## src/rtl/led_frame_pkg.sv

```systemverilog
package led_frame_pkg;

    typedef enum logic {
        LED_MODE_START = 1'b0,
        LED_MODE_LATCH = 1'b1
    } led_mode_e;

endpackage

```

## src/rtl/led_clk_div.sv

```systemverilog
module led_clk_div #(
    parameter int DIV_W = 8
) (
    input  logic             clk,
    input  logic             rst_n,
    input  logic [DIV_W-1:0] half_i,
    output logic             tick_o
);

    logic [DIV_W-1:0] cnt_d, cnt_q;

    // The >= guards against a setting lowered below the running count.
    assign tick_o = (cnt_q >= half_i);

    always_comb begin
        cnt_d = tick_o ? '0 : cnt_q + 1'b1;
    end

    always_ff @(posedge clk or negedge rst_n) begin
        if (!rst_n) cnt_q <= '0;
        else        cnt_q <= cnt_d;
    end

endmodule

```

## src/rtl/led_frame_bitsel.sv

```systemverilog
module led_frame_bitsel
    import led_frame_pkg::*;
#(
    parameter int LED_N     = 30,
    parameter int FIRST_LED = 3,
    parameter int IDX_W     = 6
) (
    input  logic [IDX_W-1:0] idx_i,
    input  logic             mode_i,
    input  logic [LED_N-1:0] word_i,
    output logic             bit_o
);

    logic [LED_N-1:0] hit;

    // One comparator per status bit; position zero is the frame marker.
    for (genvar j = 0; j < LED_N; j++) begin : g_hit
        assign hit[j] = word_i[j] && (idx_i == IDX_W'(FIRST_LED + j));
    end

    always_comb begin
        if (idx_i == '0) bit_o = (led_mode_e'(mode_i) == LED_MODE_START);
        else             bit_o = |hit;
    end

endmodule

```

## src/rtl/led_frame_shifter.sv

```systemverilog
module led_frame_shifter
    import led_frame_pkg::*;
#(
    parameter int LED_N    = 30,
    parameter int HEAD_PAD = 2,
    parameter int TAIL_PAD = 3,
    parameter int DIV_W    = 8
) (
    input  logic             clk,
    input  logic             rst_n,
    input  logic             mode_i,
    input  logic [DIV_W-1:0] half_i,
    input  logic [LED_N-1:0] led_i,
    output logic             led_clk_o,
    output logic             led_data_o,
    output logic             led_latch_o
);

    localparam int FRAME_LEN = 1 + HEAD_PAD + LED_N + TAIL_PAD;
    localparam int FIRST_LED = 1 + HEAD_PAD;
    localparam int IDX_W     = $clog2(FRAME_LEN);
    localparam logic [IDX_W-1:0] LAST_IDX = IDX_W'(FRAME_LEN - 1);

    typedef struct packed {
        logic             sclk;
        logic             data;
        logic             latch;
        logic             prime;
        logic [IDX_W-1:0] idx;
        logic [LED_N-1:0] word;
    } state_t;

    state_t           st_d, st_q;
    logic             tick;
    logic             next_bit;
    logic [IDX_W-1:0] next_idx;
    logic             at_last;

    led_clk_div #(.DIV_W(DIV_W)) u_div (
        .clk    (clk),
        .rst_n  (rst_n),
        .half_i (half_i),
        .tick_o (tick)
    );

    assign at_last  = (st_q.idx == LAST_IDX);
    assign next_idx = at_last ? '0 : IDX_W'(st_q.idx + 1'b1);

    // Position zero ignores the word, so the shadow copy may load on the same edge.
    led_frame_bitsel #(
        .LED_N     (LED_N),
        .FIRST_LED (FIRST_LED),
        .IDX_W     (IDX_W)
    ) u_bitsel (
        .idx_i  (next_idx),
        .mode_i (mode_i),
        .word_i (st_q.word),
        .bit_o  (next_bit)
    );

    always_comb begin
        st_d = st_q;
        if (tick) begin
            if (st_q.prime) begin
                // Present position 1 during the first low half, with no clock edge.
                st_d.prime = 1'b0;
                st_d.idx   = next_idx;
                st_d.data  = next_bit;
                st_d.word  = led_i;
            end else if (!st_q.sclk) begin
                st_d.sclk  = 1'b1;
                st_d.latch = 1'b0;
            end else begin
                st_d.sclk  = 1'b0;
                st_d.idx   = next_idx;
                st_d.data  = next_bit;
                st_d.latch = at_last && (led_mode_e'(mode_i) == LED_MODE_LATCH);
                if (at_last) st_d.word = led_i;
            end
        end
    end

    always_ff @(posedge clk or negedge rst_n) begin
        if (!rst_n) begin
            st_q.sclk  <= 1'b0;
            st_q.data  <= 1'b0;
            st_q.latch <= 1'b0;
            st_q.prime <= 1'b1;
            st_q.idx   <= LAST_IDX;
            st_q.word  <= '0;
        end else begin
            st_q <= st_d;
        end
    end

    assign led_clk_o   = st_q.sclk;
    assign led_data_o  = st_q.data;
    assign led_latch_o = st_q.latch;

endmodule

```

## config.mk

```make
export PLATFORM = sky130hd
export DESIGN_NAME = led_frame_shifter
export DESIGN_NICKNAME = d
export VERILOG_FILES = /design/src/rtl/led_frame_pkg.sv /design/src/rtl/led_clk_div.sv /design/src/rtl/led_frame_bitsel.sv /design/src/rtl/led_frame_shifter.sv
export SDC_FILE = /design/constraint.sdc
export NUM_CORES = 1
export LEC_CHECK = 0
export CORE_ASPECT_RATIO = 0.5
export CORE_MARGIN = 3
export CORE_UTILIZATION = 48
export DETAILED_ROUTE_END_ITERATION = 10
export GPL_ROUTABILITY_DRIVEN = 0
export PLACE_DENSITY = 0.87
export SYNTH_ARGS = -nofsm -noshare
export SYNTH_HDL_FRONTEND = slang
export SYNTH_SLANG_ARGS = --single-unit
```

## constraint.sdc

```tcl
create_clock -name clk -period 2 [get_ports clk]
set_input_delay 0.4 -clock clk [delete_from_list [all_inputs] [get_ports clk]]
set_output_delay 0.4 -clock clk [all_outputs]
set_load 0.01 [all_outputs]
```

# Word-level counts from Yosys, hierarchy flattened
# Index checks and enable logic that the tools add are counted.
# Widths: inputs -> output; s select.
[word_totals] wordCells=91 ff_bits=48 in_bits=41 out_inout_bits=3
[op_classes] magnitude_cmp=1 reduce_logical=38 add_sub_neg=2 n_eq_ne=31 bitwise=2 n_mux=10
[op_table] op="$eq 6x5->1 const B" count=16
[op_table] op="$mux 36" count=2
[op_table] op="$eq 6x4->1 const B" count=8
[op_table] op="$logic_and 1x1->1" count=31
[op_table] op="$mux 30" count=1
[op_table] op="$reduce_or 30->1" count=1
[op_table] op="$eq 6x3->1 const B" count=4
[op_table] op="$eq 6x6->1 const B" count=2
[op_table] op="$add 8x1->8 const B" count=1
[op_table] op="$ge 8x8->1" count=1
[op_table] op="$mux 8" count=1
[op_table] op="$add 6x1->6 const B" count=1
[op_table] op="$eq 6x2->1 const B" count=1
[op_table] op="$logic_not 6->1" count=1
[op_table] op="$mux 6" count=1
[op_table] op="$mux 1" count=5
[op_table] op="$reduce_and 2->1" count=2
[op_table] op="$reduce_bool 2->1" count=2
[op_table] op="$reduce_and 3->1" count=1
[op_table] op="$not 1->1" count=2

# Longest topological paths before layout
# Gate-level depths: netlist of the first run.
[logic_depth] ltp_word=8 depth_mapped=9 depth_no_buf=8

# Cells and area by module
# A second synthesis of the first run with hierarchy kept.
[unflattened] hier_cells=226 area_unflattened_um2=2736.4
[modules_own_cells] module="led_frame_shifter" cells_per_inst=116 seq_area_each_um2=1006.0 area_each_um2=1784.2 instances=1
[modules_own_cells] module="led_clk_div" cells_per_inst=54 seq_area_each_um2=200.2 area_each_um2=555.5 instances=1
[modules_own_cells] module="led_frame_bitsel" cells_per_inst=56 seq_area_each_um2=0.0 area_each_um2=396.6 instances=1

# Worst setup path after synthesis of the first run
# No wires, ideal clock.
[synth_path] path_type="input to register" start="input half_i[5]" end="register st_q[0] in the netlist's numbering" required_ps=1872 t_arrival_ps=2145 setup_time_ps=128 n_path_buf=1 cell_stages=9 slack_ps=-272 cell_sequence="inv_1 ha_1 a2111oi_0 nand2_1 a41oi_1 nor3_1 o21a_1 buf_2 mux2_1"
[synth_via] elab_chain_len=2
[synth_lines] element="start, declared" line_no="led_frame_shifter.sv:12" text="input logic [DIV_W-1:0] half_i,"
[synth_lines] element="$ge 8x8->1" line_no="led_clk_div.sv:13" text="assign tick_o = (cnt_q >= half_i);"
[synth_lines] element="$reduce_and 3->1 (no source line)"
[synth_lines] element="end signal, assigned" line_no="led_frame_shifter.sv:92" text="st_q <= st_d;"
[synth_lines] element="end, declared" line_no="led_frame_shifter.sv:33" text="state_t st_d, st_q;"
# No other way between the ends.
# A chain may end at the register's enable or synchronous reset.

# Worst setup path in the final report of the first run
[layout_path] start="input half_i[7]" end="register st_q[12] in the netlist's numbering"
# Same word-level chain as after synthesis.

==> results of run 1 <==
kinds of logic after synthesis:
kind of cell / Yosys count / synth area share [%]
AND/OR/NAND/NOR: 59 / 11.3
flip-flops: 48 / 45.6
AO/OA/AOI/OAI: 44 / 12.1
multiplexers: 39 / 16.3
buffers and inverters: 22 / 3.83
adder cells (fa/ha/maj): 14 / 6.62
XOR/XNOR: 12 / 4.26
cell usage in the layout (no fill, tap or decap), drive strengths merged, types with 3 or more instances in the layout:
master and n:
a21oi 8, dfstp 4, a41oi 3, ha 14, buf 38, xor2 6
nor2 14, a31oi 3, mux2i 6, inv 11, clkbuf 7, dlygate4sd2 5
and3 4, nand2 13, xnor2 6, nor2b 5, o21ai 7, clkdlybuf4s50 37
dfrtp 44, nand3 12, mux2 33
synth_stat cells (all sizes together), types with 6 or more instances:
master / instances
dfrtp: 44
inv: 11
ha: 14
buf: 8
mux2: 33
nand2: 13
xor2: 6
nand3: 12
a21oi: 8
nor2: 14
mux2i: 6
xnor2: 6
o21ai: 7
layer usage:
metal  vias to the layer above  track usage [%]  part of all wire, %
met1                      1125             30.4                   42
li1                       1014                -                    -
met4                         0             12.6                  4.6
met2                       133             41.4                   46
met3                        38             7.19                  7.3
met5                         -             2.96                    0
timing repair:
| action | CTS | global route |
|---|---|---|
| endpoints found under the setup margin | 43 | 45 |
| gates resized for setup | 52 | 12 |
| setup buffers | 5 | 3 |
| pin swaps | 9 | 6 |
| gates cloned | 3 | 0 |
final timing paths:
kind                           startpoint             end
setup / recovery                half_i[7]        st_q[12]
setup reg to reg           u_div.cnt_q[5]        st_q[12]
hold / removal                      rst_n  u_div.cnt_q[6]
hold reg to reg                   st_q[0]         st_q[0]
max in group asynchronous           rst_n     led_latch_o
min in group clk                  st_q[0]         st_q[0]
stage by stage:
step | setup TNS [ns] | instance area (um^2)
after floorplan | -1.31 | 2750
after global routing | -9.18 | 3810
after detailed placement | -25.78 | 3430
after global placement | -22.29 | 3430
after CTS | -8.21 | 3800
final | -6.39 | 3810
final cells by class:
type                            count  area, um^2
Tap cell                           70        87.6
Fill cell                         291        1310
Multi-Input combinational cell    168        1620
Inverter                           11        41.3
Sequential cell                    48        1210
Timing Repair Buffer               80         769
Clock inverter                      1        5.00
Clock buffer                        7        76.3
sequential cells by signal (all words and copies together), names as in the netlist:
signal       count
led_clk_o        1
led_latch_o      1
st_q            37
u_div.cnt_q      8
led_data_o       1
power groups by stage:
stage | clock network (mW) | logic (mW) | registers, mW
6_report | 0.594 | 2.16 | 1.32
3_3_place_gp | 0 | 1.83 | 1.29
5_1_grt | 0.649 | 2.30 | 1.34
4_1_cts | 0.594 | 2.03 | 1.30
3_5_place_dp | 0 | 1.91 | 1.30
2_1_floorplan | 0 | 1.10 | 1.33
==> run_summary.xml, run 1 <==
<?xml version="1.0" encoding="UTF-8"?>
<metrics>
  <group name="sta">
    <metric name="grt_setup_unrepaired" unit="">true</metric>
    <metric name="setup_viol" unit="">31</metric>
    <metric name="fmax" unit="MHz">444</metric>
    <metric name="timing.final.max_slew_violations" unit="">0</metric>
    <metric name="period_needed" unit="ns">2.25</metric>
    <metric name="clock_skew" unit="ns">0.00619</metric>
    <metric name="min_period_over_period" unit="%">112</metric>
    <metric name="timing.max_slew.rel_slack" unit="%">57.2</metric>
    <metric name="timing_hold_violations_final" unit="">0</metric>
    <metric name="hold_ws" unit="ns">0.0941</metric>
    <metric name="post_route_setup_slack" unit="ns">-0.250</metric>
    <metric name="max_slew.worst_pin.slew" unit="ns">0.642</metric>
  </group>
  <group name="clock_network">
    <metric name="path_clk_slew" unit="ns">0.09</metric>
    <metric name="clock_path_buffers" unit="">2</metric>
    <metric name="cts_made_buffers" unit="">5</metric>
    <metric name="clock_tree_from_tritoncts" unit="">yes</metric>
    <metric name="clkLatencyLatePin" unit="ns">0.32</metric>
    <metric name="hold_fix_buffer_count_after_cts" unit="">0</metric>
    <metric name="root_driver" unit="">sky130_fd_sc_hd__clkbuf_8</metric>
    <metric name="h_tree_lvl_count" unit="">2</metric>
    <metric name="cts.sink_count" unit="">48</metric>
  </group>
  <group name="worst_setup_path">
    <metric name="worst-endpoint-required" unit="ns">2.21</metric>
    <metric name="critical_path_arrival" unit="ns">2.46</metric>
    <metric name="cp.depth" unit="">11</metric>
    <metric name="cp_cell_sequence" unit="">clkdlybuf4s50_1 &gt; inv_1 &gt; ha_2 &gt; a2111oi_4 &gt; nand2_1 &gt; a41oi_2 &gt; nor3_2 &gt; o21a_2 &gt; buf_6 &gt; buf_16 &gt; mux2_4</metric>
    <metric name="reg2reg_depth" unit="">9</metric>
    <metric name="cp.buffers_inverters" unit="">4</metric>
    <metric name="critical_path_startpoint_category" unit="">input pin</metric>
    <metric name="top_cell_family_by_delay_on_the_critical_path" unit="">buffers and inverters</metric>
    <metric name="r2r_slack" unit="ns">-0.23</metric>
    <metric name="crit_path_largest_cell_delay" unit="ns">0.46</metric>
    <metric name="worst_setup_path_end_kind" unit="">flop</metric>
    <metric name="worstSetupPathType" unit="">input pin to flop</metric>
    <metric name="cp_slowest_cell" unit="">sky130_fd_sc_hd__clkdlybuf4s50_1</metric>
    <metric name="crit_fanout" unit="">8</metric>
  </group>
  <group name="logic_synthesis">
    <metric name="synth-warning-count" unit="">0</metric>
    <metric name="seq_total_area_yosys" unit="%">45.6</metric>
    <metric name="synth.top_cell.area_share" unit="%">41.6</metric>
    <metric name="synth_async_sr_flop_share" unit="%">100</metric>
    <metric name="mappedNetlistNets" unit="">293</metric>
    <metric name="synth.distinct_cells" unit="">51</metric>
    <metric name="synth.cell_area" unit="um^2">2650</metric>
    <metric name="synth-edff-count" unit="">0</metric>
    <metric name="synth-seq-cells" unit="">48</metric>
    <metric name="ys_dominant_reg_cell" unit="">sky130_fd_sc_hd__dfrtp_1</metric>
    <metric name="syn_area_per_cell" unit="um^2">11.1</metric>
    <metric name="synthesis.instances" unit="">238</metric>
    <metric name="largest_cells_by_area_after_synthesis" unit="">sky130_fd_sc_hd__dfrtp_1 (42%), sky130_fd_sc_hd__mux2_1 (14%), sky130_fd_sc_hd__ha_1 (6.6%)</metric>
    <metric name="synth_area_leader_cell" unit="">sky130_fd_sc_hd__dfrtp_1</metric>
  </group>
  <group name="flow_run">
    <metric name="max-cap-violations" unit="">0</metric>
  </group>
  <group name="placement">
    <metric name="placedCellCount" unit="">371</metric>
    <metric name="dp_slack" unit="ns">-0.665</metric>
    <metric name="port_buffers" unit="">43</metric>
    <metric name="hpwl" unit="um">4340</metric>
  </group>
  <group name="die">
    <metric name="floorplan.rows" unit="">18</metric>
    <metric name="pin_count" unit="">44</metric>
    <metric name="floorplan.die.height" unit="um">58.5</metric>
    <metric name="core_area" unit="um^2">5110</metric>
    <metric name="die_x" unit="um">111</metric>
    <metric name="die-area" unit="um^2">6490</metric>
    <metric name="initial_core_utilization" unit="%">51.8</metric>
  </group>
  <group name="drt">
    <metric name="drt_wl_total" unit="um">7680</metric>
    <metric name="drt_drc_violations_left" unit="">0</metric>
    <metric name="viasPerCell" unit="">6.00</metric>
    <metric name="antenna_violating_nets_post_route" unit="">0</metric>
    <metric name="drt_first_iter_violations" unit="">149</metric>
    <metric name="detailedRoute.firstPassIterationCount" unit="">5</metric>
    <metric name="route.detailed.wl_per_inst" unit="um">19.9</metric>
    <metric name="num_vias" unit="">2310</metric>
  </group>
  <group name="cells_and_area">
    <metric name="area.growth.synth_to_final" unit="%">43.9</metric>
    <metric name="antenna_cells" unit="">0</metric>
    <metric name="finish.net_count" unit="">369</metric>
    <metric name="layout.core_utilization" unit="%">74.5</metric>
    <metric name="finalNonFillerCells" unit="">385</metric>
    <metric name="drive_above_1_share" unit="%">35.2</metric>
  </group>
  <group name="power_and_ir_drop">
    <metric name="fin_total_pwr" unit="mW">4.07</metric>
    <metric name="power.switching_fraction" unit="%">40.2</metric>
    <metric name="p_comb_share" unit="%">53.0</metric>
    <metric name="leakage_power_total" unit="nW">1.69</metric>
    <metric name="power_switching" unit="mW">1.64</metric>
    <metric name="irDropWorstVdd" unit="mV">0.520</metric>
    <metric name="power_density" unit="nW/um^2">1070</metric>
    <metric name="p_clk_share" unit="%">14.6</metric>
    <metric name="power.sequential.fraction" unit="%">32.4</metric>
    <metric name="intPower" unit="mW">2.43</metric>
  </group>
  <group name="global_routing">
    <metric name="grt_pass1_vias" unit="">2416</metric>
    <metric name="grt_pass1_wl" unit="um">12500</metric>
    <metric name="global_route.overflow_total" unit="">0</metric>
    <metric name="antenna_violations_before_repair" unit="">0</metric>
    <metric name="grt_usage" unit="%">25.0</metric>
    <metric name="grt_max_degree" unit="">26</metric>
  </group>
  <group name="status">
    <metric name="failed_checks" unit="">negative setup slack</metric>
    <metric name="run_status" unit="">finished with violations</metric>
  </group>
  <group name="worst_hold_path">
    <metric name="worst_hold_path_class" unit="">input pin to asynchronous set/reset pin</metric>
  </group>
</metrics>
Power figures use the tool's default switching activity.
==> run 2, diff against run 1 <==
--- a/config.mk
+++ b/config.mk
@@ -13,4 +13,5 @@
 export PLACE_DENSITY = 0.87
 export SYNTH_ARGS = -nofsm -noshare
 export SYNTH_HDL_FRONTEND = slang
+export SYNTH_HIERARCHICAL = 1
 export SYNTH_SLANG_ARGS = --single-unit
==> run 2 against run 1 <==
The run still ends with negative setup slack left; wire length decreased by 2.3%; non-clock buffer count increased by 11; synthesized area increased by 3.4%; sequential share of layout area decreased by 1.1 points; clock power increased by 68%; sequential power decreased by 8%; die area increased by 3.1%; sequential cell count unchanged; total power decreased by 4.4%.
==> run_summary.xml, run 2 <==
<?xml version="1.0" encoding="UTF-8"?>
<metrics>
  <group name="power_and_ir_drop">
    <metric name="leakage_power_total" unit="nW">1.85</metric>
    <metric name="power_density" unit="nW/um^2">987</metric>
    <metric name="irDropWorstVdd" unit="mV">0.555</metric>
  </group>
  <group name="clock_network">
    <metric name="h_tree_lvl_count" unit="">2</metric>
    <metric name="cts.sink_count" unit="">48</metric>
    <metric name="root_driver" unit="">sky130_fd_sc_hd__clkbuf_16</metric>
    <metric name="clkLatencyLatePin" unit="ns">0.28</metric>
    <metric name="path_clk_slew" unit="ns">0.06</metric>
    <metric name="clock_path_buffers" unit="">2</metric>
    <metric name="clock_tree_from_tritoncts" unit="">yes</metric>
    <metric name="cts_made_buffers" unit="">5</metric>
  </group>
  <group name="cells_and_area">
    <metric name="layout_common_cells" unit="">sky130_fd_sc_hd__dfrtp_1 (44), sky130_fd_sc_hd__buf_4 (38), sky130_fd_sc_hd__clkdlybuf4s50_1 (35), sky130_fd_sc_hd__mux2_4 (30), sky130_fd_sc_hd__nor2_1 (14)</metric>
    <metric name="area_of_combinational_cells_with_multiple_inputs" unit="um^2">1570</metric>
    <metric name="most_common_library_cell_in_the_layout_ignoring_fill_and_taps" unit="">sky130_fd_sc_hd__dfrtp_1</metric>
    <metric name="area.growth.synth_to_final" unit="%">44.0</metric>
    <metric name="antenna_cells" unit="">0</metric>
    <metric name="largest_register" unit="">st_q</metric>
    <metric name="layout.core_utilization" unit="%">75.7</metric>
    <metric name="layout_top_registers" unit="">st_q: 37 flops, u_div/cnt_q: 8 flops</metric>
    <metric name="final-seq-area" unit="um^2">1210</metric>
    <metric name="drive_above_1_share" unit="%">39.7</metric>
    <metric name="fin_area" unit="um^2">3940</metric>
    <metric name="fillers" unit="">309</metric>
    <metric name="finish.net_count" unit="">367</metric>
    <metric name="largest_register_ffs" unit="">37</metric>
  </group>
  <group name="sta">
    <metric name="clock_skew" unit="ns">0.00318</metric>
    <metric name="grt_setup_unrepaired" unit="">true</metric>
    <metric name="timing.final.max_slew_violations" unit="">0</metric>
    <metric name="fmax" unit="MHz">383</metric>
    <metric name="timing.max_slew.rel_slack" unit="%">63.0</metric>
    <metric name="setup_viol" unit="">33</metric>
    <metric name="period_needed" unit="ns">2.61</metric>
    <metric name="max_slew.worst_pin.slew" unit="ns">0.551</metric>
    <metric name="post_route_setup_slack" unit="ns">-0.613</metric>
    <metric name="min_period_over_period" unit="%">131</metric>
    <metric name="timing_hold_violations_final" unit="">0</metric>
  </group>
  <group name="drt">
    <metric name="num_vias" unit="">2262</metric>
    <metric name="antenna_violating_nets_post_route" unit="">0</metric>
    <metric name="viasPerCell" unit="">5.84</metric>
    <metric name="drt_wl_total" unit="um">7500</metric>
    <metric name="drt_drc_violations_left" unit="">0</metric>
    <metric name="route.detailed.wl_per_inst" unit="um">19.4</metric>
    <metric name="detailedRoute.firstPassIterationCount" unit="">5</metric>
    <metric name="drt_first_iter_violations" unit="">286</metric>
  </group>
  <group name="worst_setup_path">
    <metric name="cp.buffers_inverters" unit="">2</metric>
    <metric name="crit_fanout" unit="">12</metric>
    <metric name="top_cell_family_by_delay_on_the_critical_path" unit="">simple AND/OR/NAND/NOR gates</metric>
    <metric name="critical_path_arrival" unit="ns">2.84</metric>
    <metric name="worstSetupPathType" unit="">flop to flop</metric>
    <metric name="critical_path_startpoint_category" unit="">flop</metric>
    <metric name="r2r_slack" unit="ns">-0.61</metric>
    <metric name="reg2reg_depth" unit="">10</metric>
    <metric name="reg2reg_from" unit="">st_q[30]</metric>
    <metric name="worst-endpoint-required" unit="ns">2.22</metric>
    <metric name="crit_path_largest_cell_delay" unit="ns">0.55</metric>
    <metric name="worst_setup_path_end_kind" unit="">flop</metric>
    <metric name="cp_cell_sequence" unit="">buf_4 &gt; nand3_1 &gt; xnor2_1 &gt; buf_4 &gt; nor4_1 &gt; a32oi_1 &gt; o21ai_0 &gt; a311o_1 &gt; nand2_1 &gt; nand2_1</metric>
    <metric name="r2r-end" unit="">led_data_o</metric>
    <metric name="cp_slowest_cell" unit="">sky130_fd_sc_hd__dfstp_2</metric>
  </group>
  <group name="logic_synthesis">
    <metric name="synth.distinct_cells" unit="">46</metric>
    <metric name="yosysMostFrequentCell" unit="">sky130_fd_sc_hd__dfrtp_1</metric>
    <metric name="ys_dominant_reg_cell" unit="">sky130_fd_sc_hd__dfrtp_1</metric>
    <metric name="synth.top_cell.area_share" unit="%">40.2</metric>
    <metric name="post_synth_most_frequent_cells" unit="">sky130_fd_sc_hd__dfrtp_1 (44), sky130_fd_sc_hd__mux2_4 (30), sky130_fd_sc_hd__nor2_1 (19)</metric>
    <metric name="synth_async_sr_flop_share" unit="%">100</metric>
    <metric name="largest_cells_by_area_after_synthesis" unit="">sky130_fd_sc_hd__dfrtp_1 (40%), sky130_fd_sc_hd__mux2_4 (16%), sky130_fd_sc_hd__ha_1 (4.6%)</metric>
    <metric name="synth-warning-count" unit="">6</metric>
    <metric name="seq_total_area_yosys" unit="%">44.1</metric>
    <metric name="syn_area_per_cell" unit="um^2">12.1</metric>
    <metric name="synthesis.instances" unit="">226</metric>
    <metric name="mappedNetlistNets" unit="">277</metric>
    <metric name="synth-seq-cells" unit="">48</metric>
    <metric name="synth_area_leader_cell" unit="">sky130_fd_sc_hd__dfrtp_1</metric>
    <metric name="synth-edff-count" unit="">0</metric>
    <metric name="synth.cell_area" unit="um^2">2740</metric>
  </group>
  <group name="placement">
    <metric name="dp_slack" unit="ns">-0.904</metric>
    <metric name="placedInstanceArea" unit="um^2">3470</metric>
    <metric name="port_buffers" unit="">43</metric>
    <metric name="hpwl" unit="um">4290</metric>
  </group>
  <group name="die">
    <metric name="die-area" unit="um^2">6700</metric>
    <metric name="pin_count" unit="">44</metric>
    <metric name="floorplan.die.height" unit="um">59.4</metric>
    <metric name="die_x" unit="um">113</metric>
    <metric name="initial_core_utilization" unit="%">52.6</metric>
    <metric name="floorplan.rows" unit="">18</metric>
    <metric name="core_area" unit="um^2">5200</metric>
  </group>
  <group name="global_routing">
    <metric name="grt_usage" unit="%">22.8</metric>
    <metric name="grt_pass1_wl" unit="um">11800</metric>
    <metric name="global_route.overflow_total" unit="">0</metric>
    <metric name="antenna_violations_before_repair" unit="">0</metric>
    <metric name="grt_pass1_vias" unit="">2366</metric>
    <metric name="grt_max_degree" unit="">26</metric>
  </group>
  <group name="flow_run">
    <metric name="max-cap-violations" unit="">0</metric>
  </group>
  <group name="status">
    <metric name="failed_checks" unit="">negative setup slack</metric>
    <metric name="run_status" unit="">finished with violations</metric>
  </group>
  <group name="worst_hold_path">
    <metric name="worst_hold_path_class" unit="">input pin to asynchronous set/reset pin</metric>
  </group>
</metrics>
run 2: layout make-up:
class                   count  share of cell area, %
well taps                  70                   2.22
clock inverters             1                  0.762
multi-input cells         159                   39.7
repair buffers             91                   21.8
clock buffers               7                   3.87
flip-flops and latches     48                   30.6
inverters                  11                   1.05
run 2: layer usage:
metal  GRT usage (%)  wire length, um  vias up  part of all wire (%)
li1                -                -      987                     -
met1            28.0             3020     1077                    40
met2            39.6             3530      145                    47
met3            4.69              571       53                   7.6
met4            10.4              379        0                   5.1
met5               0                0        -                     0
run 2: how the worst max path moves through the flow:
stage	to	startpoint	slack [ns]	cells past startpoint
after global routing	led_data_o	st_q[31]	-0.59	12
after detailed placement	st_q[15]	half_i[7]	-0.90	9
final	led_data_o	st_q[30]	-0.61	10
after global placement	st_q[21]	half_i[6]	-0.84	9
after floorplan	led_data_o	st_q[30]	-0.24	12
after CTS	st_q[15]	u_div/cnt_q[0]	-0.34	9
run 2: cell families (layout without fill, tap and decap cells):
group                    Yosys count  count (layout)  synth area share, %
buffers and inverters             21             110                 5.99
adder cells (fa/ha/maj)           10              10                 4.57
XOR/XNOR                          13              13                 4.16
multiplexers                      39              39                 19.8
AO/OA/AOI/OAI                     30              32                 9.33
AND/OR/NAND/NOR                   65              65                 12.1
flip-flops                        48              48                 44.1
run 2: repair_timing:
item	4_1_cts	5_1_grt
gates cloned	3	0
hold buffers	0	0
gates resized for setup	24	15
pin swaps	15	15
setup buffers	8	6
hold endpoints to repair	0	0
setup endpoints to repair	39	39
run 2: power by group:
group	total (mW)	leakage (nW)	switching (mW)	internal, mW
clock network	1.00	0.0901	0.345	0.658
registers	1.22	0.644	0.125	1.09
logic	1.67	1.12	0.809	0.861
total	3.89	1.85	1.28	2.61
run 2: stage by stage:
step	hold WS [ns]	instances	power [mW]	setup TNS (ns)
floorplan	0.104	226	2.09	-7.32
global placement	0.405	362	2.51	-29.37
detailed placement	0.407	362	2.60	-32.81
CTS	0.113	381	3.68	-11.31
global route	0.143	387	4.08	-10.48
finish	0.0988	387	3.89	-8.48
run 2: worst register-to-register path, stage by stage (launching register included):
cell                      delay [ns]
sky130_fd_sc_hd__dfstp_2        0.55
sky130_fd_sc_hd__buf_4          0.14
sky130_fd_sc_hd__nand3_1        0.16
sky130_fd_sc_hd__xnor2_1        0.17
sky130_fd_sc_hd__buf_4          0.18
sky130_fd_sc_hd__nor4_1         0.53
sky130_fd_sc_hd__a32oi_1        0.22
sky130_fd_sc_hd__o21ai_0        0.30
sky130_fd_sc_hd__a311o_1        0.17
sky130_fd_sc_hd__nand2_1        0.06
sky130_fd_sc_hd__nand2_1        0.05
